File: config.mk
export PLATFORM = sky130hd
export DESIGN_NAME = link_mode_watcher
export DESIGN_NICKNAME = d
export VERILOG_FILES = /design/src/rtl/lnkw_pkg.sv /design/src/rtl/lnkw_ones_det.sv /design/src/rtl/lnkw_sel_window.sv /design/src/rtl/link_mode_watcher.sv
export SDC_FILE = /design/constraint.sdc
export NUM_CORES = 1
export LEC_CHECK = 0
export ABC_AREA = 1
export BUFFER_PORTS_ARGS = -buffer_cell sky130_fd_sc_hd__clkbuf_2
export CORE_MARGIN = 2
export CORE_UTILIZATION = 30
export DETAILED_ROUTE_END_ITERATION = 10
export GPL_TIMING_DRIVEN = 0
export HOLD_SLACK_MARGIN = 0.12
export PLACE_DENSITY = 0.56
export SLEW_MARGIN = 0
export SYNTH_ARGS = -nofsm -noshare
export SYNTH_HDL_FRONTEND = slang
export SYNTH_HIERARCHICAL = 1
export SYNTH_SLANG_ARGS = --single-unit
export TNS_END_PERCENT = 10
File: constraint.sdc
create_clock -name clk -period 4 [get_ports clk]
set_input_delay 1 -clock clk [delete_from_list [all_inputs] [get_ports clk]]
set_output_delay 1 -clock clk [all_outputs]
set_load 0.005 [all_outputs]
File: src/rtl/lnkw_pkg.sv
package lnkw_pkg;

    typedef enum logic [2:0] {
        ST_HUNT,
        ST_ARMED,
        ST_MATCH,
        ST_SEAL,
        ST_IDLE,
        ST_READY
    } lnk_state_e;

    localparam int unsigned SEL_W = 16;
    localparam logic [SEL_W-1:0] SEL_CURRENT = 16'h79E7;
    localparam logic [SEL_W-1:0] SEL_LEGACY  = 16'h6DB7;

endpackage

File: src/rtl/lnkw_ones_det.sv
module lnkw_ones_det #(
    parameter int unsigned THRESH = 50
) (
    input  logic clk,
    input  logic rst_n,
    input  logic din,
    output logic hit
);
    localparam int unsigned CW = $clog2(THRESH + 1);

    logic [CW-1:0] run_q;

    // saturating count of consecutive ones, cleared by any zero
    always_ff @(posedge clk or negedge rst_n) begin
        if (!rst_n) begin
            run_q <= '0;
        end else if (!din) begin
            run_q <= '0;
        end else if (run_q != CW'(THRESH)) begin
            run_q <= run_q + 1'b1;
        end
    end

    assign hit = din && (run_q == CW'(THRESH - 1));

endmodule

File: src/rtl/lnkw_sel_window.sv
module lnkw_sel_window #(
    parameter bit ACCEPT_LEGACY = 1'b1
) (
    input  logic clk,
    input  logic rst_n,
    input  logic din,
    input  logic start,
    input  logic shift,
    output logic last,
    output logic match
);
    import lnkw_pkg::*;

    localparam int unsigned W  = SEL_W;
    localparam int unsigned CW = $clog2(W + 1);

    logic [W-2:0]  hist_q;
    logic [CW-1:0] fill_q;
    logic [W-1:0]  word_nx;

    always_ff @(posedge clk or negedge rst_n) begin
        if (!rst_n) begin
            hist_q <= '0;
            fill_q <= '0;
        end else if (start) begin
            hist_q <= {{(W-2){1'b0}}, din};
            fill_q <= CW'(1);
        end else if (shift) begin
            hist_q <= {hist_q[W-3:0], din};
            fill_q <= fill_q + 1'b1;
        end
    end

    assign word_nx = {hist_q, din};
    assign last    = (fill_q == CW'(W - 1));

    generate
        if (ACCEPT_LEGACY) begin : g_both
            assign match = (word_nx == SEL_CURRENT) || (word_nx == SEL_LEGACY);
        end else begin : g_current
            assign match = (word_nx == SEL_CURRENT);
        end
    endgenerate

endmodule

File: src/rtl/link_mode_watcher.sv
module link_mode_watcher #(
    parameter int unsigned RESET_ONES    = 50,
    parameter int unsigned IDLE_MIN      = 2,
    parameter bit          ACCEPT_LEGACY = 1'b1
) (
    input  logic clk,
    input  logic rst_n,
    input  logic line_in,
    input  logic idcode_done,
    output logic lr_pulse,
    output logic sw_mode,
    output logic need_idcode,
    output logic pkt_ready
);
    import lnkw_pkg::*;

    localparam int unsigned ICW = $clog2(IDLE_MIN + 1);

    lnk_state_e    st_q, st_d;
    logic [ICW-1:0] idle_q, idle_d;
    logic          hit, win_last, win_match, win_start, win_shift;
    logic          pulse_q, need_q;

    lnkw_ones_det #(.THRESH(RESET_ONES)) u_ones (
        .clk   (clk),
        .rst_n (rst_n),
        .din   (line_in),
        .hit   (hit)
    );

    lnkw_sel_window #(.ACCEPT_LEGACY(ACCEPT_LEGACY)) u_win (
        .clk   (clk),
        .rst_n (rst_n),
        .din   (line_in),
        .start (win_start),
        .shift (win_shift),
        .last  (win_last),
        .match (win_match)
    );

    // next state
    always_comb begin
        st_d      = st_q;
        idle_d    = idle_q;
        win_start = 1'b0;
        win_shift = 1'b0;
        unique case (st_q)
            ST_HUNT: begin
                if (hit) st_d = ST_ARMED;
            end
            ST_ARMED: begin
                if (!line_in) begin
                    win_start = 1'b1;
                    st_d      = ST_MATCH;
                end
            end
            ST_MATCH: begin
                win_shift = 1'b1;
                if (win_last) st_d = win_match ? ST_SEAL : ST_HUNT;
            end
            ST_SEAL: begin
                if (hit) begin
                    st_d   = ST_IDLE;
                    idle_d = '0;
                end
            end
            ST_IDLE: begin
                if (line_in) begin
                    idle_d = '0;
                end else if (idle_q == ICW'(IDLE_MIN - 1)) begin
                    st_d   = ST_READY;
                    idle_d = '0;
                end else begin
                    idle_d = idle_q + 1'b1;
                end
            end
            ST_READY: begin
                if (hit) begin
                    st_d   = ST_IDLE;
                    idle_d = '0;
                end
            end
            default: st_d = ST_HUNT;
        endcase
    end

    // state register
    always_ff @(posedge clk or negedge rst_n) begin
        if (!rst_n) begin
            st_q    <= ST_HUNT;
            idle_q  <= '0;
            pulse_q <= 1'b0;
            need_q  <= 1'b0;
        end else begin
            st_q    <= st_d;
            idle_q  <= idle_d;
            pulse_q <= hit;
            if (hit && (st_d == ST_IDLE)) begin
                need_q <= 1'b1;
            end else if (idcode_done) begin
                need_q <= 1'b0;
            end
        end
    end

    // outputs
    always_comb begin
        lr_pulse    = pulse_q;
        need_idcode = need_q;
        sw_mode     = (st_q == ST_IDLE) || (st_q == ST_READY);
        pkt_ready   = (st_q == ST_READY);
    end

endmodule

==> Yosys cells after proc, flatten, opt, wreduce, memory -nomap -nowiden <==
Index checks and enable logic that the tools add are counted.
{ "classes": {"addsub": 3, "reduce_logical": 10, "muxes": 23, "n_eq_ne": 14} }
{ "ops": {"columns": ["operator", "count"], "rows": [
  ["$eq 16x15->1 const B", 2],
  ["$mux 15", 2],
  ["$mux 3", 6],
  ["$pmux 3 s5", 1],
  ["$mux 6", 2],
  ["$mux 5", 2],
  ["$eq 3x3->1 const B", 3],
  ["$mux 2", 4],
  ["$add 6x1->6 const B", 1],
  ["$eq 3x2->1 const B", 2],
  ["$eq 6x6->1 const B", 1],
  ["$ne 6x6->1 const B", 1],
  ["$reduce_bool 2->1", 3],
  ["$add 5x1->5 const B", 1],
  ["$eq 5x4->1 const B", 1],
  ["$mux 1", 5],
  ["$ne 2x1->1 const B", 2],
  ["$pmux 2 s2", 1],
  ["$eq 3x1->1 const B", 1],
  ["$logic_not 3->1", 1],
  ["$add 2x1->2 const B", 1],
  ["$eq 2x1->1 const B", 1],
  ["$logic_and 1x1->1", 2],
  ["$logic_or 1x1->1", 2],
  ["2 further kinds", 2]
]} }
{ "totals": {"inputBits": 4, "wordCells": 57, "out_inout_bits": 4, "register_bits": 33} }

==> Logic depth before layout (Yosys ltp) <==
{ "logic_depth": {"word_depth": 8, "mapped_depth": 12, "ltp_nobuf": 12} }

==> Modules after synthesis <==
Netlist, hierarchy kept.
{ "modules_own_cells": {"columns": ["mod", "seq_area_each_um2", "area_per_inst_um2", "cells_per_inst", "n_inst"], "rows": [
  ["lnkw_sel_window", 500.5, 910.9, 102, 1],
  ["link_mode_watcher", 175.2, 426.7, 60, 1],
  ["lnkw_ones_det", 150.1, 400.4, 48, 1]
]} }

==> Worst setup path before layout <==
No wires, ideal clock.
{ "synth_timing": {"path_kind": "in2reg", "start": "in line_in", "end": "reg need_q (netlist: need_idcode)", "setup_slack_ns": 2.222, "arrival_ns": 1.660, "path_buffers": 0, "stages": 8, "t_required_ns": 3.882, "setup_time_ns": 0.118, "cell_sequence": "inv_2 nor2_4 and3_1 nor2_1 nor2_1 nand2_1 nand4_1 nand2_1"} }
{ "synth_between": {"elab_cells_between_ends": 15, "classes_between": "3 x eq/ne; 8 x mux; 4 x reduce/logical"} }
{ "synth_lines": {"columns": ["element", "line_no", "source"], "rows": [
  ["start: declaration", "link_mode_watcher.sv:8", "input logic line_in,"],
  ["$logic_and 1x1->1 (*)", "lnkw_ones_det.sv:24", "assign hit = din && (run_q == CW'(THRESH - 1));"],
  ["via hit", "link_mode_watcher.sv:21", "logic hit, win_last, win_match, win_start, win_shift;"],
  ["$mux 3, on equally long branches", "link_mode_watcher.sv:62, link_mode_watcher.sv:78, link_mode_watcher.sv:49", null],
  ["$pmux 3 s5", "link_mode_watcher.sv:47", "unique case (st_q)"],
  ["$eq 3x3->1", "link_mode_watcher.sv:98", "if (hit && (st_d == ST_IDLE)) begin"],
  ["$logic_and 1x1->1 (*)", "link_mode_watcher.sv:98", null],
  ["$mux 1 or $reduce_bool 2->1 (tied branches)", null, null],
  ["end signal: assignment", "link_mode_watcher.sv:93", "need_q <= 1'b0;"],
  ["end signal: assignment", "link_mode_watcher.sv:99", "need_q <= 1'b1;"],
  ["end signal: assignment", "link_mode_watcher.sv:101", "need_q <= 1'b0;"],
  ["end: declaration", "link_mode_watcher.sv:22", "logic pulse_q, need_q;"]
]} }
Mark *: on every way through the listed nets, which the timed path passes. The rest lies on a longest branch.
A chain may end at the register's enable or synchronous reset.

==> Worst setup path in the final report <==
{ "layout_timing": {"start": "reg st_q[1]", "end": "out pkt_ready"} }
{ "layout_between": {"elab_chain_cells": 1} }
{ "layout_rtl": {"columns": ["element", "line_no", "source"], "rows": [
  ["start: declaration", "link_mode_watcher.sv:19", "lnk_state_e st_q, st_d;"],
  ["start signal: assignment", "link_mode_watcher.sv:95", "st_q <= st_d;"],
  ["$eq 3x3->1", "link_mode_watcher.sv:111", "pkt_ready = (st_q == ST_READY);"],
  ["end: declaration", "link_mode_watcher.sv:13", "output logic pkt_ready"]
]} }
No other way between the ends.

==> run metrics <==
status finished clean; DR WL/cell 11.2 um; 1st-iter DRT viols 17; CTS Root Cell clkbuf_8; register bit total from synthesis 33; Max VDD drop a little over 0.0002 V; WP data required 3000 ps; post-CTS resize count 0; P_leak between 0.9 and 1 nW; Post-Syn Area 0.00174 mm2; slew margin rel. between 40% and 50%; Crit Path Max Fanout 7; # setup viols final 0; simple-gate share of the synthesized area slightly below 30%; Synth Area in XOR/XNOR less than 1%; final-report hold violation count 0; Tcrit/Tclk final a little over half; Avg Cell Area, Syn 8.28 um2; I/O pins 8; clk sinks 33; row count 27; GRT overflow 0; drt total wl about 3300 um; final-report max-slew violation count 0; number of global-route vias before repair 1,364; PwrDens approximately 310 mW/mm2; P&R area growth vs syn 12.0%; htree depth 2; dpl cells around 290; TritonCTS clock tree done; Via Count 1,350; Total Die Area 0.00642 mm2; core area between 0.005 and 0.006 mm2; final setup TNS 0 ps; startpoint types flop; largest net degree at the start of global routing 34; crit end category output pin; Cells after Synth 210; Final ANT Viol Nets 0; worst min path class flop to flop; Starting Density between 30% and 40%; YS warnings 6; DRC 0; share of layout cells above drive strength 1 between 10% and 20%; drt first pass iters 4; Post-Synth Adder-Cell Area 3.60%; Clock Skew roughly 4.8 ps; routability-driven placement congestion ratio approximately 0.8; Critical Path AT 1170 ps; Hold Buf Count CTS 0; fillers just under 600; postcts setup bufs 0; Compound-Gate Fraction of Synth Area a little under a tenth; worst slew pin tran between 800 and 900 ps; I/O Buffers 7; RSZ-0062 raised after global routing no; Fmax ~0.46 GHz; final design utilization around a third; first-pass GRT wire length just over 6000 um; Sequential cell area about 830 um2; Pwr Total approximately 0.61 mW; area of the multi-input gates ~740 um2; post-synth cell types 27; DR vias/cell 4.55; gr usage total around an eighth; Final #Nets about 230; multiplexer area fraction after synthesis 0%; largest family of logic cells by synthesized area simple AND/OR/NAND/NOR gates; clock period minus worst slack ~2200 ps; initial antenna violation count 0; hpwl dp roughly 2300 um; clk buf depth 2; die width around 80 um; Seq/Total Area, Yosys a little under half; Layout Cells excl Fill around 300; Vert. Die Dim ~80 um; Setup CP Type flop to output pin; CTS clk-pin slew, worst paths around 60 ps; Clock Latency Late Sink between 200 and 300 ps; Max-cap violations 0; syn nets between 200 and 250; total CTS buffers 5; # diodes 0
-- path summary, 6_finish.rpt --
| check | end | slack [ps] | depth (start not counted) | startpoint |
|---|---|---|---|---|
| setup / recovery | pkt_ready | 1830 | 4 | st_q[1]$_DFF_PN0_ |
| hold / removal | need_idcode$_DFFE_PN0P_ | 480 | 2 | need_idcode$_DFFE_PN0P_ |
| setup reg to reg | u_win/hist_q[9]$_DFFE_PN0P_ | 2280 | 8 | st_q[2]$_DFF_PN0_ |
| hold reg to reg | need_idcode$_DFFE_PN0P_ | 480 | 2 | need_idcode$_DFFE_PN0P_ |
| max in group asynchronous | idle_q[0]$_DFFE_PN0P_ | 2660 | 1 | rst_n |
| min in group asynchronous | u_win/hist_q[7]$_DFFE_PN0P_ | 810 | 1 | rst_n |
-- Yosys cell counts (all sizes together) --
cell | instances | area share (%)
inv | 34 | 7.6
nor3b | 1 | 0.72
dfrtp | 33 | 48
nor3 | 1 | 0.29
xnor2 | 1 | 0.50
ha | 5 | 3.6
nor2 | 21 | 5.5
o31ai | 2 | 0.86
o22ai | 9 | 3.2
nand4 | 2 | 0.72
nand3b | 1 | 0.43
o21ai | 7 | 2.4
buf | 3 | 1.9
nand3 | 26 | 8.4
a21oi | 7 | 2.0
and3 | 1 | 0.36
a21boi | 1 | 0.65
clkinv | 1 | 0.22
nand2 | 54 | 13
-- cells in the final DEF (no fill, tap or decap) --
master	count
ha_1	5
nor3b_2	1
clkbuf_8	5
buf_6	3
nor3_1	1
clkinv_1	1
inv_1	29
clkbuf_2	7
nand4_1	2
o21ai_2	2
o31ai_1	2
nand2_2	6
nand3_2	3
nand3b_1	1
a21boi_2	1
nand2_1	47
o21ai_0	5
clkbuf_1	1
a21oi_1	7
and3_1	1
nand3_1	23
xnor2_1	1
o22ai_1	9
inv_6	1
dfrtp_1	33
inv_2	4
clkinv_2	2
nor2_2	1
nor2_4	2
nand2_4	1
nor2_1	18
-- metrics by stage --
stage | hold slack, ps | worst slack (ps) | instance area [um2]
finish | 483 | 1830 | 1950
global route | 519 | 1770 | 1950
CTS | 490 | 1810 | 1950
detailed placement | 472 | 1730 | 1860
global placement | 466 | 1720 | 1860
floorplan | 453 | 2220 | 1740
-- registers in the layout, summed over array words and instances, names as in the netlist --
register,cells
u_win/hist_q,15
u_ones/run_q,6
u_win/fill_q,5
st_q,3
idle_q,2
lr_pulse,1
need_idcode,1
-- final cells by class --
class / instances / share of cell area (%)
Buffer: 3 / 1.74
Clock buffer: 6 / 3.73
Clock inverter: 2 / 0.514
Inverter: 35 / 7.01
Multi-Input combinational cell: 139 / 38.1
Sequential cell: 33 / 42.4
Tap cell: 72 / 4.63
Timing Repair Buffer: 7 / 1.80
-- where the power goes --
| group | leakage [nW] | total, mW | internal (mW) | switching (mW) |
|---|---|---|---|---|
| Combinational | 0.450 | 0.0282 | 0.00921 | 0.0190 |
| Sequential | 0.444 | 0.343 | 0.338 | 0.00519 |
| Clock | 0.0450 | 0.241 | 0.120 | 0.121 |
-- logic make-up after synthesis --
logic type                 after synthesis
and+or+nand+nor                        107
buffers and inverters                   38
DFF                                     33
AOI/OAI and AO/OA                       26
adders and majority gates                5
xor gates and xnor gates                 1
-- worst max-delay path, stage by stage (launching register included) --
cell and delay [ps]:
dfrtp_1 400, inv_1 180, nand2_2 100, nor2_1 90, clkbuf_2 120
-- per-layer routing --
| metal | GRT usage (%) | vias up | part of all wire, % |
|---|---|---|---|
| li1 | - | 706 | - |
| met1 | 15.3 | 623 | 50 |
| met2 | 19.7 | 14 | 45 |
| met3 | 3.48 | 7 | 3.1 |
| met4 | 5.08 | 0 | 1.5 |
| met5 | 0 | - | 0 |
(Power assumes the default switching activity.)
